==> src/rtl/fbw_pkg.sv <==
package fbw_pkg;

   typedef enum logic [2:0] {
      ST_IDLE,
      ST_OPEN,
      ST_ISSUE,
      ST_WAIT,
      ST_FINISH
   } fbw_state_e;

   typedef enum logic [2:0] {
      FR_WREN,
      FR_FIRST,
      FR_NEXT,
      FR_POLL,
      FR_WRDI
   } fbw_frame_e;

   localparam logic [7:0] OP_WREN  = 8'h06;
   localparam logic [7:0] OP_PROG  = 8'hAF;
   localparam logic [7:0] OP_STAT  = 8'h05;
   localparam logic [7:0] OP_WRDI  = 8'h04;
   localparam logic [7:0] BYTE_PAD = 8'h00;

endpackage

==> src/rtl/fbw_gap_timer.sv <==
module fbw_gap_timer #(
   parameter int GAP_CLKS = 4
) (
   input  logic clk,
   input  logic rst_n,
   input  logic load,
   output logic clear
);
   localparam int CW = (GAP_CLKS > 0) ? $clog2(GAP_CLKS + 1) : 1;

   generate
      if (GAP_CLKS == 0) begin : g_nogap
         logic gap_unused;
         assign gap_unused = load ^ clk ^ rst_n;
         assign clear = 1'b1;
      end else begin : g_gap
         logic [CW-1:0] cnt;
         always_ff @(posedge clk or negedge rst_n) begin
            if (!rst_n) begin
               cnt <= '0;
            end else if (load) begin
               cnt <= CW'(GAP_CLKS);
            end else if (cnt != '0) begin
               cnt <= cnt - 1'b1;
            end
         end
         assign clear = (cnt == '0) && !load;
      end
   endgenerate

endmodule

==> src/rtl/fbw_poll_limit.sv <==
module fbw_poll_limit #(
   parameter int POLL_MAX = 64
) (
   input  logic clk,
   input  logic rst_n,
   input  logic clr,
   input  logic bump,
   output logic at_limit
);
   localparam int PW = (POLL_MAX > 1) ? $clog2(POLL_MAX) : 1;

   generate
      if (POLL_MAX == 0) begin : g_unlimited
         logic lim_unused;
         assign lim_unused = clr ^ bump ^ clk ^ rst_n;
         assign at_limit = 1'b0;
      end else begin : g_limited
         logic [PW-1:0] cnt;
         always_ff @(posedge clk or negedge rst_n) begin
            if (!rst_n) begin
               cnt <= '0;
            end else if (clr) begin
               cnt <= '0;
            end else if (bump) begin
               cnt <= cnt + 1'b1;
            end
         end
         assign at_limit = (cnt == PW'(POLL_MAX - 1));
      end
   endgenerate

endmodule

==> src/rtl/fbw_run_tracker.sv <==
module fbw_run_tracker #(
   parameter int                ADDR_W   = 24,
   parameter int                LEN_W    = 16,
   parameter logic [ADDR_W-1:0] TOP_ADDR = 'h07FFFF
) (
   input  logic              clk,
   input  logic              rst_n,
   input  logic              load,
   input  logic [ADDR_W-1:0] addr_in,
   input  logic [LEN_W-1:0]  len_in,
   input  logic              take,
   output logic [ADDR_W-1:0] start_addr,
   output logic              rem_zero,
   output logic              trunc
);
   localparam int WW = ((ADDR_W > LEN_W) ? ADDR_W : LEN_W) + 1;

   logic [WW-1:0]     avail_w;
   logic [WW-1:0]     len_w;
   logic              trunc_c;
   logic [LEN_W-1:0]  rem;

   always_comb begin
      len_w = WW'(len_in);
      if (addr_in > TOP_ADDR) begin
         avail_w = '0;
      end else begin
         avail_w = WW'(TOP_ADDR) - WW'(addr_in) + WW'(1);
      end
      trunc_c = (len_w > avail_w);
   end

   always_ff @(posedge clk or negedge rst_n) begin
      if (!rst_n) begin
         rem        <= '0;
         trunc      <= 1'b0;
         start_addr <= '0;
      end else if (load) begin
         rem        <= trunc_c ? avail_w[LEN_W-1:0] : len_in;
         trunc      <= trunc_c;
         start_addr <= addr_in;
      end else if (take && (rem != '0)) begin
         rem <= rem - 1'b1;
      end
   end

   assign rem_zero = (rem == '0);

endmodule

==> src/rtl/flash_burst_prog.sv <==
module flash_burst_prog
   import fbw_pkg::*;
#(
   parameter int                ADDR_W   = 24,
   parameter int                LEN_W    = 16,
   parameter logic [ADDR_W-1:0] TOP_ADDR = 'h07FFFF,
   parameter int                GAP_CLKS = 4,
   parameter int                POLL_MAX = 64,
   parameter int                BUSY_BIT = 0
) (
   input  logic              clk,
   input  logic              rst_n,
   input  logic              cmd_valid,
   output logic              cmd_ready,
   input  logic [ADDR_W-1:0] cmd_addr,
   input  logic [LEN_W-1:0]  cmd_len,
   input  logic              wr_valid,
   output logic              wr_ready,
   input  logic [7:0]        wr_data,
   output logic              spi_cs,
   output logic              spi_start,
   output logic [7:0]        spi_byte,
   output logic              spi_last,
   input  logic              spi_done,
   input  logic [7:0]        spi_rx,
   output logic              done,
   output logic              err_range,
   output logic              err_timeout
);
   localparam int AB       = ADDR_W / 8;
   localparam int DATA_IDX = AB + 1;
   localparam int IW       = $clog2(DATA_IDX + 1);

   initial begin : p_param_chk
      if ((ADDR_W % 8) != 0 || ADDR_W < 8)
         $fatal(1, "ADDR_W must be a nonzero multiple of 8");
      if (LEN_W < 1)
         $fatal(1, "LEN_W must be at least 1");
      if (BUSY_BIT < 0 || BUSY_BIT > 7)
         $fatal(1, "BUSY_BIT must index a status bit");
      if (GAP_CLKS < 0 || POLL_MAX < 0)
         $fatal(1, "GAP_CLKS and POLL_MAX must not be negative");
   end

   fbw_state_e        state;
   fbw_frame_e        frame;
   logic [IW-1:0]     idx;
   logic              final_poll;
   logic              cs_q;
   logic              err_range_q;
   logic              err_to_q;

   logic              is_data;
   logic              fixed_end;
   logic              rx_busy;
   logic              poll_reply;
   logic              closing;
   logic              gap_clear;
   logic              poll_at_limit;
   logic              poll_bump;
   logic              frame_open;
   logic [ADDR_W-1:0] trk_addr;
   logic              trk_rem_zero;
   logic              trk_trunc;
   logic              rx_unused;

   assign rx_unused = ^spi_rx;

   // ---------------- helpers ----------------
   fbw_run_tracker #(
      .ADDR_W  (ADDR_W),
      .LEN_W   (LEN_W),
      .TOP_ADDR(TOP_ADDR)
   ) u_track (
      .clk       (clk),
      .rst_n     (rst_n),
      .load      (cmd_valid && cmd_ready),
      .addr_in   (cmd_addr),
      .len_in    (cmd_len),
      .take      (wr_valid && wr_ready),
      .start_addr(trk_addr),
      .rem_zero  (trk_rem_zero),
      .trunc     (trk_trunc)
   );

   fbw_gap_timer #(
      .GAP_CLKS(GAP_CLKS)
   ) u_gap (
      .clk  (clk),
      .rst_n(rst_n),
      .load (closing),
      .clear(gap_clear)
   );

   fbw_poll_limit #(
      .POLL_MAX(POLL_MAX)
   ) u_poll (
      .clk     (clk),
      .rst_n   (rst_n),
      .clr     (frame_open),
      .bump    (poll_bump),
      .at_limit(poll_at_limit)
   );

   // ---------------- frame decode ----------------
   always_comb begin
      is_data = ((frame == FR_FIRST) && (idx == IW'(DATA_IDX))) ||
                ((frame == FR_NEXT)  && (idx == IW'(1)));
      fixed_end  = (frame == FR_WREN) || (frame == FR_WRDI) || is_data;
      rx_busy    = spi_rx[BUSY_BIT];
      poll_reply = (state == ST_WAIT) && spi_done && (frame == FR_POLL) && (idx != '0);
      closing    = (poll_reply && (!rx_busy || poll_at_limit)) ||
                   ((state == ST_WAIT) && spi_done && (frame != FR_POLL) && fixed_end);
      poll_bump  = poll_reply && rx_busy && !poll_at_limit;
      frame_open = (state == ST_OPEN) && gap_clear &&
                   !((frame == FR_WREN) && trk_rem_zero);
   end

   always_comb begin
      spi_byte = BYTE_PAD;
      unique case (frame)
         FR_WREN:  spi_byte = OP_WREN;
         FR_WRDI:  spi_byte = OP_WRDI;
         FR_POLL:  spi_byte = (idx == '0) ? OP_STAT : BYTE_PAD;
         FR_NEXT:  spi_byte = (idx == '0) ? OP_PROG : wr_data;
         FR_FIRST: begin
            if (idx == '0) begin
               spi_byte = OP_PROG;
            end else if (is_data) begin
               spi_byte = wr_data;
            end else begin
               for (int k = 1; k <= AB; k++) begin
                  if (idx == IW'(k)) spi_byte = trk_addr[ADDR_W-8*k +: 8];
               end
            end
         end
         default:  spi_byte = BYTE_PAD;
      endcase
   end

   assign cmd_ready   = (state == ST_IDLE);
   assign wr_ready    = (state == ST_ISSUE) && is_data;
   assign spi_start   = (state == ST_ISSUE) && (!is_data || wr_valid);
   assign spi_last    = (frame != FR_POLL) && fixed_end;
   assign spi_cs      = cs_q;
   assign done        = (state == ST_FINISH);
   assign err_range   = err_range_q;
   assign err_timeout = err_to_q;

   // ---------------- sequencing ----------------
   always_ff @(posedge clk or negedge rst_n) begin
      if (!rst_n) begin
         state       <= ST_IDLE;
         frame       <= FR_WREN;
         idx         <= '0;
         final_poll  <= 1'b0;
         cs_q        <= 1'b0;
         err_range_q <= 1'b0;
         err_to_q    <= 1'b0;
      end else begin
         unique case (state)
            ST_IDLE: begin
               if (cmd_valid) begin
                  err_range_q <= 1'b0;
                  err_to_q    <= 1'b0;
                  frame       <= FR_WREN;
                  final_poll  <= 1'b0;
                  state       <= ST_OPEN;
               end
            end
            ST_OPEN: begin
               if ((frame == FR_WREN) && trk_rem_zero) begin
                  err_range_q <= trk_trunc;
                  state       <= ST_FINISH;
               end else if (gap_clear) begin
                  cs_q  <= 1'b1;
                  idx   <= '0;
                  state <= ST_ISSUE;
               end
            end
            ST_ISSUE: begin
               if (spi_start) state <= ST_WAIT;
            end
            ST_WAIT: begin
               if (spi_done) begin
                  if (frame == FR_POLL) begin
                     if (idx == '0) begin
                        idx   <= IW'(1);
                        state <= ST_ISSUE;
                     end else if (!rx_busy) begin
                        cs_q <= 1'b0;
                        if (final_poll) begin
                           err_range_q <= trk_trunc;
                           state       <= ST_FINISH;
                        end else begin
                           frame <= trk_rem_zero ? FR_WRDI : FR_NEXT;
                           state <= ST_OPEN;
                        end
                     end else if (poll_at_limit) begin
                        cs_q        <= 1'b0;
                        err_to_q    <= 1'b1;
                        err_range_q <= trk_trunc;
                        state       <= ST_FINISH;
                     end else begin
                        state <= ST_ISSUE;
                     end
                  end else if (fixed_end) begin
                     cs_q  <= 1'b0;
                     state <= ST_OPEN;
                     unique case (frame)
                        FR_WREN: frame <= FR_FIRST;
                        FR_WRDI: begin
                           frame      <= FR_POLL;
                           final_poll <= 1'b1;
                        end
                        default: begin
                           frame      <= FR_POLL;
                           final_poll <= 1'b0;
                        end
                     endcase
                  end else begin
                     idx   <= idx + 1'b1;
                     state <= ST_ISSUE;
                  end
               end
            end
            ST_FINISH: state <= ST_IDLE;
            default:   state <= ST_IDLE;
         endcase
      end
   end

endmodule

==> config.mk <==
export PLATFORM = sky130hd
export DESIGN_NAME = flash_burst_prog
export DESIGN_NICKNAME = d
export VERILOG_FILES = /design/src/rtl/fbw_pkg.sv /design/src/rtl/fbw_gap_timer.sv /design/src/rtl/fbw_poll_limit.sv /design/src/rtl/fbw_run_tracker.sv /design/src/rtl/flash_burst_prog.sv
export SDC_FILE = /design/constraint.sdc
export NUM_CORES = 1
export LEC_CHECK = 0
export BUFFER_PORTS_ARGS = -buffer_cell sky130_fd_sc_hd__clkbuf_2
export CAP_MARGIN = 0
export CELL_PAD_IN_SITES_DETAIL_PLACEMENT = 2
export CELL_PAD_IN_SITES_GLOBAL_PLACEMENT = 2
export CORE_MARGIN = 2
export CORE_UTILIZATION = 36
export DETAILED_ROUTE_END_ITERATION = 10
export HOLD_SLACK_MARGIN = 0.06
export PLACE_DENSITY = 0.95
export SLEW_MARGIN = 20
export SYNTH_ARGS = -nofsm -noshare
export SYNTH_HDL_FRONTEND = slang
export SYNTH_SLANG_ARGS = --single-unit
export TNS_END_PERCENT = 1
==> constraint.sdc <==
create_clock -name clk -period 5.46 [get_ports clk]
set_input_delay 0.819 -clock clk [delete_from_list [all_inputs] [get_ports clk]]
set_output_delay 0.819 -clock clk [all_outputs]
set_load 0.005 [all_outputs]
# Yosys cells after proc, flatten, opt, wreduce, memory -nomap -nowiden
# Index checks and enable logic that the tools add are counted.
# op_classes
n_addsub,6
n_mul,0
n_div,0
magnitude_cmp,2
eq_ne,37
shifts,0
muxes,74
n_bitwise,0
n_reduce_logical,52
# op_table
operator,count
$mux W3,27
$mux W16,3
$mux W8,6
$pmux W8 S5,1
$add A25 B1 Y25 const B,1
$gt A16 B25 Y1,1
$mux W25,1
$sub A19 B24 Y25 const A,1
$gt A24 B19 Y1 const B,1
$mux W1,24
$ne A2 B2 Y1 const B,11
$reduce_and A7 Y1,3
$logic_and A1 B1 Y1,20
$eq A3 B2 Y1 const B,6
$logic_not A16 Y1,1
$reduce_bool A16 Y1,1
$sub A16 B1 Y16 const B,1
$ne A3 B2 Y1 const B,5
$ne A3 B3 Y1 const B,5
$logic_not A3 Y1,4
$mux W6,2
$pmux W3 S2,2
$pmux W3 S4,1
$reduce_and A6 Y1,2
other kinds (17),41
# totals
register_bits,63
latchBits,0
mem_bits_rw,0
rom_bits,0
memories,0

# Depth between registers and ports, before layout
# depth
depth_word,11
depth_mapped,15
mapped_depth_nobuf,14

# Cells and area by module
# From an unflattened synthesis, not the netlist that was laid out.
# hier_totals
cells_unflattened,566
hier_area_um2,5166.2
# modules_own_cells
mod,n_inst,cells_each,area_per_inst_um2,seq_area_each_um2
fbw_run_tracker,1,339,3210.6,1026.0
flash_burst_prog,1,182,1483.9,325.3
fbw_poll_limit,1,28,281.5,150.1
fbw_gap_timer,1,17,190.2,75.1

# Worst setup path after synthesis
# No wires, ideal clock.
# synth_timing
path_type,input port to flip-flop
startpoint,input cmd_addr[22]
endpoint,register u_track.rem[9]
arrival_ns,3.933
required_time_ns,5.334
setup_slack_ns,1.401
stages,12
n_path_buf,2
cell_sequence,or4_1 -> nor2_1 -> clkbuf_1 -> nand2_1 -> ha_1 -> a21oi_1 -> a21oi_1 -> o221a_2 -> o31ai_1 -> clkbuf_1 -> nor3_1 -> a221o_1
# synth_between
elab_chain_len,6
word_cells_on_any_way,7
cone_classes,add/sub: 2; order compare: 2; mux: 3
# synth_rtl
element,line,rtl
"start, declared",flash_burst_prog.sv:15,"input logic [ADDR_W-1:0] cmd_addr,"
$sub A19 B24 Y25,fbw_run_tracker.sv:28,avail_w = WW'(TOP_ADDR) - WW'(addr_in) + WW'(1);
$add A25 B1 Y25,fbw_run_tracker.sv:28,
$mux W25 *,fbw_run_tracker.sv:25,if (addr_in > TOP_ADDR) begin
$gt A16 B25 Y1,fbw_run_tracker.sv:30,trunc_c = (len_w > avail_w);
$mux W16 *,fbw_run_tracker.sv:39,rem <= trunc_c ? avail_w[LEN_W-1:0] : len_in;
$mux W16 *,fbw_run_tracker.sv:38,end else if (load) begin
"end signal, assigned",fbw_run_tracker.sv:39,
"end signal, assigned",fbw_run_tracker.sv:43,rem <= rem - 1'b1;
"end, declared",fbw_run_tracker.sv:21,logic [LEN_W-1:0] rem;
# Mark *: on every way between the ends. The rest lies on a longest branch, timed or not.
# A chain may end at the register's enable or synchronous reset.

# Worst setup path after layout
# layout_timing
startpoint,input cmd_addr[6]
endpoint,register u_track.rem[3]
# The elaborated chain is that of the path after synthesis.

==> flow_summary_export.csv <==
group,metric,value,unit
status,outcome,"complete, no violations",
grt,grt_pass1_wl,32.7,mm
sta,worst_slew_margin_rel,23.8,%
logic_synthesis,netlist_instances,612,
die,chipWidth,120,um
grt,first_global_vias,5829,
logic_synthesis,syn_nets,699,
logic_synthesis,yosysSeqAreaShare,32.7,%
clock_network,cts-resized-gates,0,
placement,place_area,0.00531,sq mm
final_layout,fin_nets,754,
setup_path,worst-path-buf-inv,1,
sta,finalSetupViolCount,0,
setup_path,worstRegToRegCells,8,
setup_path,cp_num_cells,13,
logic_synthesis,yosysWarningCount,0,
sta,fmax,215,MHz
power,p_leak,2.51,nW
setup_path,critPathTopFamily,"simple AND/OR/NAND/NOR gates",
route,drc,0,
logic_synthesis,synth_edf_count,0,
setup_path,critical_path_class,"in -> reg",
sta,setup_tns,0,ns
setup_path,path_cells,"clkbuf_2 -> nor4_2 -> nand2_1 -> or4_1 -> xor2_1 -> nand2_1 -> ha_1 -> nand4_1 -> nor3_1 -> o221a_2 -> o31a_1 -> nand3_1 -> o221ai_1",
final_layout,final_common_cell,"nand2_1",
power,p_sw_share,47.7,%
clock_network,clk_path_buf_depth,2,
setup_path,crit_arrival,4.86,ns
min_path,hp-class,"reg -> reg",
route,drtAntennaViolNets,0,
die,dieArea,0.0143,sq mm
die,row_count,42,
final_layout,drive_gt1_share,15.3,%
power,clkPwrFrac,20.8,%
power,seqPwrFrac,30.7,%
clock_network,cts_tree,"built",
grt,antenna_found_initial,0,
setup_path,cp-start-kind,"primary input",
final_layout,fill_cells,1505,
placement,dp_hpwl,14.3,mm
route,wl_per_cell,24.4,um
power,p_int,1.47,mW
flow_run,maxCapViolations,0,
final_layout,utilization,42.7,%
grt,grt_max_degree,64,
placement,port_buffers,69,
clock_network,clkLatencyLatePin,0.34,ns
logic_synthesis,synth_cell_types,68,
route,drt-pass1-iter-count,7,
clock_network,cts_made_buffers,9,
sta,min_period,4.64,ns
logic_synthesis,syn_area_per_cell,7.88,sq um
setup_path,cp_common_cell,"nand2_1",
clock_network,clock-sinks,63,
route,vias_per_cell,6.19,
logic_synthesis,yosys_register_bits,63,
clock_network,path_clk_slew,0.06,ns
grt,grt_usage,29.2,%
placement,place_congestion,0.870,
die,core_area,0.0131,sq mm
route,routed_wl,20.7,mm
final_layout,final_cell_mix,"124 x nand2_1, 69 x clkbuf_2, 63 x dfrtp_1",
logic_synthesis,dominantRegCellSynth,"dfrtp_1",
power,p_comb_share,48.5,%
power,p_sw,1.34,mW
final_layout,diodes,0,
min_path,holdPathStages,2,
grt,grt_overflow,0,
clock_network,cts.hold.buffers_added,0,
die,pin_count,77,
sta,skew,0.00872,ns
placement,dpl_worst_slack,0.724,ns
setup_path,path_max_fanout,14,
setup_path,end_kind,"flop",
clock_network,cts-htree-levels,3,
sta,worst_pin_slew,1.13,ns
logic_synthesis,synth.cell_area,0.00482,sq mm
logic_synthesis,synthArstFlopShare,100,%
route,vias,5245,
sta,drv_slew,0,
clock_network,clockRootBuffer,"clkbuf_16",
sta,final.setup.worst_slack,0.817,ns
final_layout,area.growth.synth_to_final,16.2,%
clock_network,postCtsSetupBuffers,0,
sta,final_hold_viol_count,0,
sta,rsz0062_at_grt,"false",
sta,min_period_over_period,85.0,%
route,first_iter_violations,360,
power,ir_drop,0.000186,V
setup_path,crit_required,5.67,ns
setup_path,cpMaxStageDelayCell,"nor4_2",
final_layout,final_area,0.00560,sq mm
power,power_density,502,mW/mm^2
setup_path,crit_path_max_incr_delay,0.58,ns
die,fp.dieH,120,um
die,initial_core_util,36.7,%
[per-layer routing]
layer | share of wire, % | track usage (%) | vias up
li1 | - | - | 2328
met1 | 41 | 35.0 | 2677
met2 | 51 | 51.8 | 182
met3 | 4.4 | 4.90 | 58
met4 | 3.4 | 11.7 | 0
met5 | 0 | 0 | -
[path summary, 6_finish.rpt]
path / to / startpoint / slack [ns]
min in group asynchronous: u_poll.g_limited.cnt[4] / rst_n / 0.67
max in group asynchronous: u_track.rem[8] / rst_n / 4.21
worst max register to register: u_track.rem[9] / idx[1] / 2.06
worst min-delay path: u_track.start_addr[12] / u_track.start_addr[12] / 0.49
worst min register to register: u_track.start_addr[12] / u_track.start_addr[12] / 0.49
worst max-delay path: u_track.rem[3] / cmd_addr[6] / 0.82
[worst min-delay path, cell delays in order, from the launching register on]
cell and delay (ns):
dfrtp_1 0.35, nand2_1 0.05, nand2_1 0.06
[cell usage after synthesis (3+ instances only)]
cell type / n / area (sq um)
a211oi_1: 4 / 30.0
a21oi_1: 17 / 85.1
a221oi_1: 3 / 26.3
a22oi_1: 9 / 67.6
a311oi_1: 7 / 61.3
a31oi_1: 7 / 43.8
and2_1: 4 / 25.0
and3_1: 3 / 18.8
buf_1: 5 / 18.8
clkbuf_1: 23 / 86.3
dfrtp_1: 63 / 1580
ha_1: 26 / 325
inv_1: 27 / 101
mux2_1: 4 / 45.0
mux2i_1: 12 / 120
nand2_1: 124 / 465
nand2b_1: 7 / 43.8
nand3_1: 18 / 90.1
nand3b_1: 5 / 37.5
nand4_1: 10 / 62.6
nand4b_1: 3 / 26.3
nor2_1: 52 / 195
nor2b_1: 8 / 50.1
nor3_1: 21 / 105
nor3b_1: 5 / 37.5
nor4_1: 13 / 81.3
o2111ai_1: 4 / 35.0
o211ai_1: 3 / 22.5
o21a_1: 5 / 37.5
o21ai_0: 20 / 100
o21ai_1: 13 / 65.1
o221ai_1: 3 / 26.3
o22ai_1: 9 / 56.3
o31ai_1: 4 / 30.0
or3_1: 6 / 37.5
or4_1: 8 / 60.1
xnor2_1: 6 / 52.6
xor2_1: 8 / 70.1
[logic make-up after synthesis]
| group | after synthesis | share of synthesized area (%) |
|---|---|---|
| simple gates | 300 | 30.1 |
| compound gates | 134 | 19.7 |
| flops | 63 | 32.7 |
| buf+inv | 59 | 4.80 |
| fa+ha+maj | 26 | 6.74 |
| mux | 16 | 3.42 |
| xor+xnor | 14 | 2.54 |
[final cells by class]
cell class                      instances  area, sq um  area share, %
Inverter                               28          105           1.88
Sequential cell                        63         1580           28.1
Clock buffer                            9          225           4.02
Multi-Input combinational cell        490         3020           53.8
Timing Repair Buffer                   75          390           6.97
Tap cell                              176          220           3.93
Clock inverter                          7         71.3           1.27
[power groups by stage]
| stage | registers (mW) | clock network, mW | logic [mW] |
|---|---|---|---|
| finish | 0.863 | 0.586 | 1.37 |
| CTS | 0.858 | 0.594 | 1.35 |
| detailed placement | 0.854 | 0 | 1.28 |
| global route | 0.886 | 0.612 | 1.48 |
| floorplan | 0.754 | 0 | 0.910 |
| global placement | 0.821 | 0 | 1.16 |
[stage by stage]
| stage | total power [mW] | hold WS [ns] | std cells |
|---|---|---|---|
| final | 2.81 | 0.491 | 848 |
| after global routing | 2.98 | 0.514 | 848 |
| after CTS | 2.80 | 0.496 | 848 |
| after detailed placement | 2.13 | 0.472 | 832 |
| after global placement | 1.98 | 0.461 | 832 |
| after floorplan | 1.66 | 0.446 | 612 |
[sequential cells by signal (all words and copies together), names as in the netlist]
signal                count
u_track.trunc             1
final_poll                1
u_track.rem              16
err_timeout               1
state                     3
frame                     3
idx                       3
u_gap.g_gap.cnt           3
u_track.start_addr       24
err_range                 1
spi_cs                    1
u_poll.g_limited.cnt      6
(Power assumes the default switching activity.)
